**config.mk**
```make
export PLATFORM = sky130hd
export DESIGN_NAME = lux_window_alarm
export DESIGN_NICKNAME = d
export VERILOG_FILES = /design/src/rtl/lux_window_alarm.sv
export SDC_FILE = /design/constraint.sdc
export NUM_CORES = 1
export LEC_CHECK = 0
export BUFFER_PORTS_ARGS = -buffer_cell sky130_fd_sc_hd__buf_2
export CAP_MARGIN = 20
export CORE_MARGIN = 2
export CORE_UTILIZATION = 49
export CTS_CLUSTER_DIAMETER = 60
export CTS_CLUSTER_SIZE = 16
export DETAILED_ROUTE_END_ITERATION = 7
export PLACE_DENSITY = 0.84
export SLEW_MARGIN = 20
export SYNTH_ARGS = -nofsm -noshare
export SYNTH_HDL_FRONTEND = slang
export SYNTH_SLANG_ARGS = --single-unit
```
**constraint.sdc**
```tcl
create_clock -name clk -period 6.6 [get_ports clk]
set_input_delay 0.66 -clock clk [delete_from_list [all_inputs] [get_ports clk]]
set_output_delay 0.66 -clock clk [all_outputs]
set_load 0.005 [all_outputs]
```
**src/rtl/lux_window_alarm.sv**
```systemverilog
module lux_window_alarm #(
  parameter int DATA_W = 16,
  parameter int THR_W  = 8,
  parameter int PERS_W = 2
) (
  input  logic              clk,
  input  logic              rst_n,
  input  logic [DATA_W-1:0] sample_i,
  input  logic              sample_vld_i,
  input  logic [THR_W-1:0]  thr_hi_i,
  input  logic [THR_W-1:0]  thr_lo_i,
  input  logic [PERS_W-1:0] persist_i,
  input  logic              flag_wr_i,
  input  logic              flag_wr_val_i,
  input  logic              irq_clr_i,
  output logic              flag_o,
  output logic              irq_n_o
);
  localparam int PAD_W = DATA_W - THR_W;
  localparam int CNT_W = (2 ** PERS_W) + 1;

  logic [DATA_W-1:0] hi_lim, lo_lim;
  logic [CNT_W-1:0]  need, cnt_q, bump;
  logic              outside, fire, wipe, flag_q;

  assign hi_lim  = {thr_hi_i, {PAD_W{1'b0}}};
  assign lo_lim  = {thr_lo_i, {PAD_W{1'b0}}};
  assign outside = (sample_i > hi_lim) || (sample_i < lo_lim);

  always_comb begin
    if (persist_i == '0) need = CNT_W'(1);
    else                 need = CNT_W'(1) << ({1'b0, persist_i} + (PERS_W+1)'(1));
  end

  assign bump = cnt_q + CNT_W'(1);
  assign fire = sample_vld_i && outside && (bump >= need);
  assign wipe = irq_clr_i || (flag_wr_i && !flag_wr_val_i);

  always_ff @(posedge clk or negedge rst_n) begin
    if (!rst_n)            cnt_q <= '0;
    else if (sample_vld_i) cnt_q <= !outside ? '0 : (bump >= need ? need : bump);
  end

  always_ff @(posedge clk or negedge rst_n) begin
    if (!rst_n)    flag_q <= 1'b0;
    else if (fire) flag_q <= 1'b1;
    else if (wipe) flag_q <= 1'b0;
  end

  assign flag_o  = flag_q;
  assign irq_n_o = ~flag_q;
endmodule

```
==> results.toml, run 1 <==
[clocking]
clock_latency_ns = 0.25
clkTransAtPathRegs_ns = 0.05
clockRootBuffer = "clkbuf_4"
clock_sinks = 6
hold_buffers = 0
cts_tree = "built"
htreeDepth = 1
cts_made_buffers = 3
clockBufferDepth = 2
cts_resized = 0
post_cts_buffers = 0

[sta]
tightest_slew_ns = 0.6170
tns_ns = 0
post-route-period-util = 0.3698
max_freq_mhz = 409.7
hold_ws_ns = 0.2294
setup_viol = 0
relSlewSlack = 0.5862
min_period_ns = 2.441
hold_viol = 0
rsz0062_at_grt = "false"
skew_ns = 0.0004457
slew_violations = 0
worst_slack_ns = 4.159

[setup_path]
critPathRequiredTime_ns = 6.77
critPathCaptureType = "register"
cp-start-kind = "register"
path_max_fanout = 10
worstSetupPathType = "reg2reg"
arrival_ns = 2.61

[drt]
viasPerCell = 5.355
met1Wirelength_um = 755
wl_per_cell_um = 11.14
ant_nets = 0
first_iter_violations = 16
drt-total-wl_um = 1849
routed-wl-met2_um = 935
vias = 889
drc = 0
wl_met3_um = 142
dr.max_layer_used = "met4"
first_pass_iters = 4

[logic_synthesis]
netlist_area_um2 = 868.3
yosysWarnings = 0
synth_cell_types = 31
synth.area.top_cells = "ha_1, dfrtp_1, inv_1"
synth.avg_cell_area_um2 = 8.192
synth_edf_count = 0
synthArstFlopShare = 1.000
syn_inst = 106
ys_ff_latch = 6
yosysTopAreaCell = "ha_1"
synth_top_area_frac = 0.3026
ys.flop_type = "dfrtp_1"
synth_nets = 167
ys_seq_area_frac = 0.1729

[pwr]
clockPowerShare = 0.147
power_uw = 236.7
power.density_nw_per_um2 = 212.8
internal_power_uw = 136.8
p_sw_uw = 99.83
seq_power_share = 0.262
p_comb_frac = 0.591
p_leak_nw = 0.6272
vdd.ir_drop.worst_uv = 107.4
swShare = 0.4218

[flow_run]
drv_cap = 0

[layout]
final_nets = 212
seqCellArea_um2 = 150.1
final_common_cell = "buf_2"
area_growth_pct = 28.10
drive_gt1_frac = 0.3221
num_antenna_cells = 0
fill_cells = 137
mostFrequentLayoutCells = "buf_2, inv_1, ha_1"
multiInputGateArea_um2 = 634.4

[floorplan]
die_h_um = 46.10
chipWidth_um = 46.10
core_area_um2 = 1689
ioPinCount = 42
initial_core_util = 0.5141
placementRows = 15
dieArea_um2 = 2125

[placement]
numPortBuffers = 41
place_ws_ns = 4.139
routabilityCongestion = 0.8089
place_hpwl_um = 1690

[grt]
grt_pass1_wl_um = 3174
antenna_found_initial = 0
grt_max_degree = 11
first_global_vias = 821
grt_usage = 0.2029
overflow = 0

[hold_path]
hold_class = "in2async"

[status]
status = "finished, final reports clean"
## registers in the layout, summed over array words and instances (netlist names)
signal / flops
cnt_q: 5
flag_o: 1
## through the flow
step,area [um^2],cells,utilization
after floorplan,868.3,106,-
after global placement,1090,163,0.6452
after detailed placement,1090,163,0.6452
after CTS,1112,166,0.6585
after global routing,1112,166,0.6585
final,1112,166,0.6585
## area by class of cell
type                    instances  area share
inverters                      21     0.07087
repair buffers                 41      0.1845
well taps                      17     0.01912
flip-flops and latches          6      0.1350
clock buffers                   3     0.02025
multi-input cells              78      0.5703
## per-layer routing
metal,track usage,vias to the layer above
li1,-,467
met1,0.2299,386
met2,0.3778,32
met3,0.04706,4
met4,0.04571,0
met5,0,-
## worst max-delay path, cell delays in order, from the launching register on
cell and delay [ns]:
dfrtp_1 0.42, ha_1 0.26, nand3_1 0.11, xnor2_1 0.15, ha_1 0.30, nand2_1 0.07
o31ai_2 0.52, mux2_2 0.41, o2bb2ai_1 0.12
## cell families after synthesis
kind of cell | Yosys count | synth area share
DFF | 6 | 0.1729
AOI/OAI and AO/OA | 25 | 0.2104
muxes | 1 | 0.01297
other | 1 | 0.004319
xor gates and xnor gates | 3 | 0.03026
and+or+nand+nor | 27 | 0.1700
adders and majority gates | 21 | 0.3026
buffers and inverters | 22 | 0.09654
## path summary, 6_finish.rpt
| path | from | cells past startpoint | to | slack (ns) |
|---|---|---|---|---|
| worst max register to register | cnt_q[0] | 8 | cnt_q[2] | 4.16 |
| max in group asynchronous | rst_n | 1 | cnt_q[0] | 6.23 |
| worst min register to register | flag_o | 2 | flag_o | 0.56 |
| min in group clk | flag_o | 2 | flag_o | 0.56 |
| worst max-delay path | cnt_q[0] | 8 | cnt_q[2] | 4.16 |
| worst min-delay path | rst_n | 1 | cnt_q[3] | 0.23 |
## Yosys cell counts (3+ instances only)
cell type and number:
nor2_1 3, o22ai_1 3, o21ai_0 3, nand3_1 3
nand2b_1 5, ha_1 21, inv_1 21, nand2_1 6
dfrtp_1 6, a21oi_1 6, nand4_1 4
## power by group through the flow
stage               Combinational [mW]  Sequential (mW)  Clock [mW]
finish                           0.140           0.0619      0.0349
floorplan                       0.0997           0.0604           0
detailed placement               0.141           0.0624           0
global placement                 0.132           0.0615           0
CTS                              0.141           0.0618      0.0353
global route                     0.159           0.0639      0.0376
Note: power is estimated with default switching activity, not from simulation.
==> run 2: changes to the inputs <==
Settings changed: CORE_UTILIZATION 49 to 46, PLACE_DENSITY 0.84 to 0.8.
Clock period 6.6 ns to 2.4 ns, I/O delays scaled along.
==> results.toml, run 2 (synthesis results as in run 1) <==
[layout]
regMostFlops = "cnt_q"
largest_reg_flops = 5
final_util = 0.6530
mostFrequentLayoutCells = "buf_2, inv_1, ha_1"
num_antenna_cells = 0
seqCellArea_um2 = 150.1
fill_cells = 153
drive_gt1_frac = 0.3245
final_nets = 214
multiInputGateArea_um2 = 634.4
area_growth_pct = 31.27
final_common_cell = "buf_2"

[sta]
min_period_ns = 2.084
tns_ns = 0
slew_violations = 0
hold_ws_ns = 0.1892
rsz0062_at_grt = "false"
hold_viol = 0
post-route-period-util = 0.8684
skew_ns = 0.0009913
setup_viol = 0
max_freq_mhz = 479.8

[setup_path]
arrival_ns = 2.26
reg2reg_slack_ns = 0.32
cp-start-kind = "register"
reg2reg_depth = 9
critPathRequiredTime_ns = 2.57
r2r-start = "cnt_q[0]"
path_max_fanout = 9
critPathCaptureType = "register"
r2r_end = "cnt_q[2]"
worstSetupPathType = "reg2reg"

[grt]
first_global_vias = 857
grt_pass1_wl_um = 3091
antenna_found_initial = 0
grt_usage = 0.1895
grt_max_degree = 10
overflow = 0

[hold_path]
holdPathStages = 2
hold_end = "flag_o"
hold_class = "in2reg"
min_from = "irq_clr_i"

[drt]
drc = 0
ant_nets = 0
wl_per_cell_um = 10.46
vias = 875
first_iter_violations = 6
viasPerCell = 4.972
first_pass_iters = 4
drt-total-wl_um = 1841

[clocking]
htreeDepth = 1
cts_made_buffers = 3
cts_resized = 0
clock_sinks = 6
clock_latency_ns = 0.25
clockRootBuffer = "clkbuf_4"
cts_tree = "built"
clockBufferDepth = 2
clkTransAtPathRegs_ns = 0.04

[floorplan]
dieArea_um2 = 2251
chipWidth_um = 47.45
ioPinCount = 42
placementRows = 15
initial_core_util = 0.4975
core_area_um2 = 1745
die_h_um = 47.45

[placement]
routabilityCongestion = 0.8730
numPortBuffers = 41
place_hpwl_um = 1688

[pwr]
vdd.ir_drop.worst_uv = 276.5
p_leak_nw = 0.6364
power.density_nw_per_um2 = 585.6

[flow_run]
drv_cap = 0

[status]
status = "finished, final reports clean"
-- run 2: cell types whose count changed in the layout (fill, tap and decap cells not counted) --
cell / previous run / this run
buf_4: 0 / 1
dlygate4sd3_1: 0 / 1
-- run 2: what timing repair did --
item                      in CTS  in global routing
hold endpoints to repair       6                  0
setup buffers                  0                  0
hold buffers                   1                  0
-- run 2: report_power, final --
part	leakage [nW]	switching, mW	total [mW]	internal (mW)
sequential	0.0786	0.0339	0.172	0.138
combinational	0.544	0.200	0.399	0.199
clock	0.0138	0.0396	0.0963	0.0568
total	0.636	0.274	0.668	0.394
-- run 2: final cells by class --
type | instances | share of cell area
multi-input combinational | 78 | 0.5565
timing repair buffer | 43 | 0.1954
sequential | 6 | 0.1317
inverter | 21 | 0.06915
tap | 25 | 0.02744
clock buffer | 3 | 0.01976
-- run 2: worst max-delay path by stage --
stage	endpoint	slack, ns	startpoint
2_1_floorplan	cnt_q[2]	0.21	cnt_q[0]
3_3_place_gp	cnt_q[2]	0.39	cnt_q[0]
3_5_place_dp	cnt_q[2]	0.30	cnt_q[0]
4_1_cts	cnt_q[2]	0.30	cnt_q[0]
5_1_grt	cnt_q[2]	0.11	cnt_q[0]
6_report	cnt_q[2]	0.32	cnt_q[0]
-- run 2: critical path, cell delays in order (launching register included) --
cell       delay [ns]
dfrtp_1          0.41
ha_1             0.25
nand3_1          0.11
xnor2_1          0.19
ha_1             0.27
a21oi_1          0.17
o31ai_2          0.10
buf_4            0.17
o31ai_1          0.20
o2bb2ai_1        0.14
-- run 2: per-layer routing --
metal | wire, um | global-route usage | up-vias | share of wire
met1 | 745 | 0.2009 | 377 | 0.40
li1 | - | - | 470 | -
met4 | 10 | 0.06667 | 0 | 0.0054
met3 | 116 | 0.04906 | 3 | 0.063
met5 | 0 | 0 | - | 0
met2 | 968 | 0.3568 | 25 | 0.53
-- run 2: stage by stage --
stage | power, mW | cell area, um^2 | worst slack [ns] | std cells
final | 0.6675 | 1140 | 0.3158 | 176
after global routing | 0.7355 | 1140 | 0.1098 | 176
after CTS | 0.6724 | 1140 | 0.2973 | 176
after detailed placement | 0.5729 | 1107 | 0.2988 | 172
after global placement | 0.5539 | 1107 | 0.3941 | 172
after floorplan | 0.4403 | 868.3 | 0.2101 | 106
==> run 3: changes to the inputs <==
Settings changed: SETUP_SLACK_MARGIN set to 0.4.
==> results.toml, run 3 (synthesis results as in run 1) <==
[clocking]
clock_latency_ns = 0.26
cts_made_buffers = 3
htreeDepth = 1
clockRootBuffer = "clkbuf_4"
cts_tree = "built"
clock_sinks = 6
clockBufferDepth = 2
clkTransAtPathRegs_ns = 0.05

[grt]
first_global_vias = 951
grt_pass1_wl_um = 3657
overflow = 0
antenna_found_initial = 0
grt_usage = 0.2289
grt_max_degree = 9

[layout]
fin_cells = 184
regMostFlops = "cnt_q"
fill_cells = 120
mostFrequentLayoutCells = "buf_2, inv_1, ha_1"
num_antenna_cells = 0
largest_reg_flops = 5
area_growth_pct = 57.35
drive_gt1_frac = 0.4465
final_area_um2 = 1366
final_common_cell = "buf_2"
final_nets = 222

[drt]
vias = 1004
drc = 0
first_iter_violations = 16
drt-total-wl_um = 2767
first_pass_iters = 4
ant_nets = 0
wl_per_cell_um = 15.04
viasPerCell = 5.457

[setup_path]
arrival_ns = 2.29
r2r-start = "cnt_q[1]"
path_max_fanout = 5
critPathRequiredTime_ns = 2.56
critPathCaptureType = "register"
reg2reg_slack_ns = 0.27
crit_chain = "buf_6 -> buf_6 -> nand3_4 -> xnor2_2 -> ha_1 -> nand2_4 -> buf_4 -> o31ai_4 -> o21ai_0 -> o22ai_1"
cp-start-kind = "register"
startpoint = "cnt_q[1]"
crit_slowest_cell = "dfrtp_1"
slowest_delay_ns = 0.41
cp_common_cell = "buf_6"
worstSetupPathType = "reg2reg"

[sta]
skew_ns = 0.001863
max_freq_mhz = 470.5
setup_viol = 0
slew_violations = 0
tns_ns = 0
rsz0062_at_grt = "true"
hold_viol = 0
post-route-period-util = 0.8855
min_period_ns = 2.125

[floorplan]
core_area_um2 = 1745
dieArea_um2 = 2251
chipWidth_um = 47.45
initial_core_util = 0.4975
die_h_um = 47.45
placementRows = 15
ioPinCount = 42

[pwr]
power.density_nw_per_um2 = 768.8
power_mw = 1.050
vdd.ir_drop.worst_uv = 508.5
p_leak_nw = 0.7141

[placement]
place_area_um2 = 1132
place_hpwl_um = 1809
dp.cells = 171
numPortBuffers = 41
routabilityCongestion = 0.8983

[hold_path]
min_from = "irq_clr_i"
hold_class = "in2reg"

[status]
status = "finished, final reports clean"

[flow_run]
drv_cap = 0
run 3: worst paths after layout:
path / endpoint / cells after the start
worst max-delay path: cnt_q[3] / 10
worst min-delay path: flag_o / 2
worst max register to register: cnt_q[3] / 10
worst min register to register: flag_o / 2
max in group asynchronous: cnt_q[0] / 2
min in group asynchronous: cnt_q[4] / 2
run 3: report_power, final:
part	internal (mW)	leakage [nW]	switching, mW	total (mW)
Combinational	0.391	0.623	0.369	0.760
Clock	0.0569	0.0138	0.0420	0.0989
Sequential	0.139	0.0773	0.0525	0.192
run 3: worst max-delay path, delay by kind of cell, from the launching register on:
kind | cells | cell delay, ns
compound gates | 3 | 0.63
simple gates | 2 | 0.14
xor+xnor | 1 | 0.16
flops | 1 | 0.41
buf+inv | 3 | 0.35
fa+ha+maj | 1 | 0.33
run 3: final cells by class:
cell class / instances / area [um^2] / area share
multi-input cells: 79 / 795.8 / 0.5824
flip-flops and latches: 6 / 151.4 / 0.1108
repair buffers: 50 / 286.5 / 0.2097
inverters: 21 / 78.83 / 0.05769
well taps: 25 / 31.28 / 0.02289
clock buffers: 3 / 22.52 / 0.01648
run 3: per-layer routing:
metal,vias to the layer above,global-route usage,wire length (um)
met5,-,0,0
met4,0,0.09444,44
met3,7,0.06038,175
met2,42,0.4324,1483
met1,466,0.2352,1064
li1,489,-,-
run 3: repair_timing:
item / CTS / global route
setup endpoints to repair: 5 / 6
cloned: 1 / 0
endpoints found under the hold margin: 6 / 0
buffers inserted: 4 / 4
resized for setup: 5 / 17
pin swaps: 4 / 11
hold buffers: 1 / 0
run 3: stage by stage:
step / setup WS [ns] / utilization / hold WS (ns)
finish: 0.2748 / 0.7828 / 0.1782
global route: 0.2376 / 0.7828 / 0.1895
CTS: 0.3793 / 0.7061 / 0.1819
detailed placement: 0.1874 / 0.6487 / 0.07373
global placement: 0.2962 / 0.6487 / 0.07039
floorplan: 0.3804 / - / -0.05559
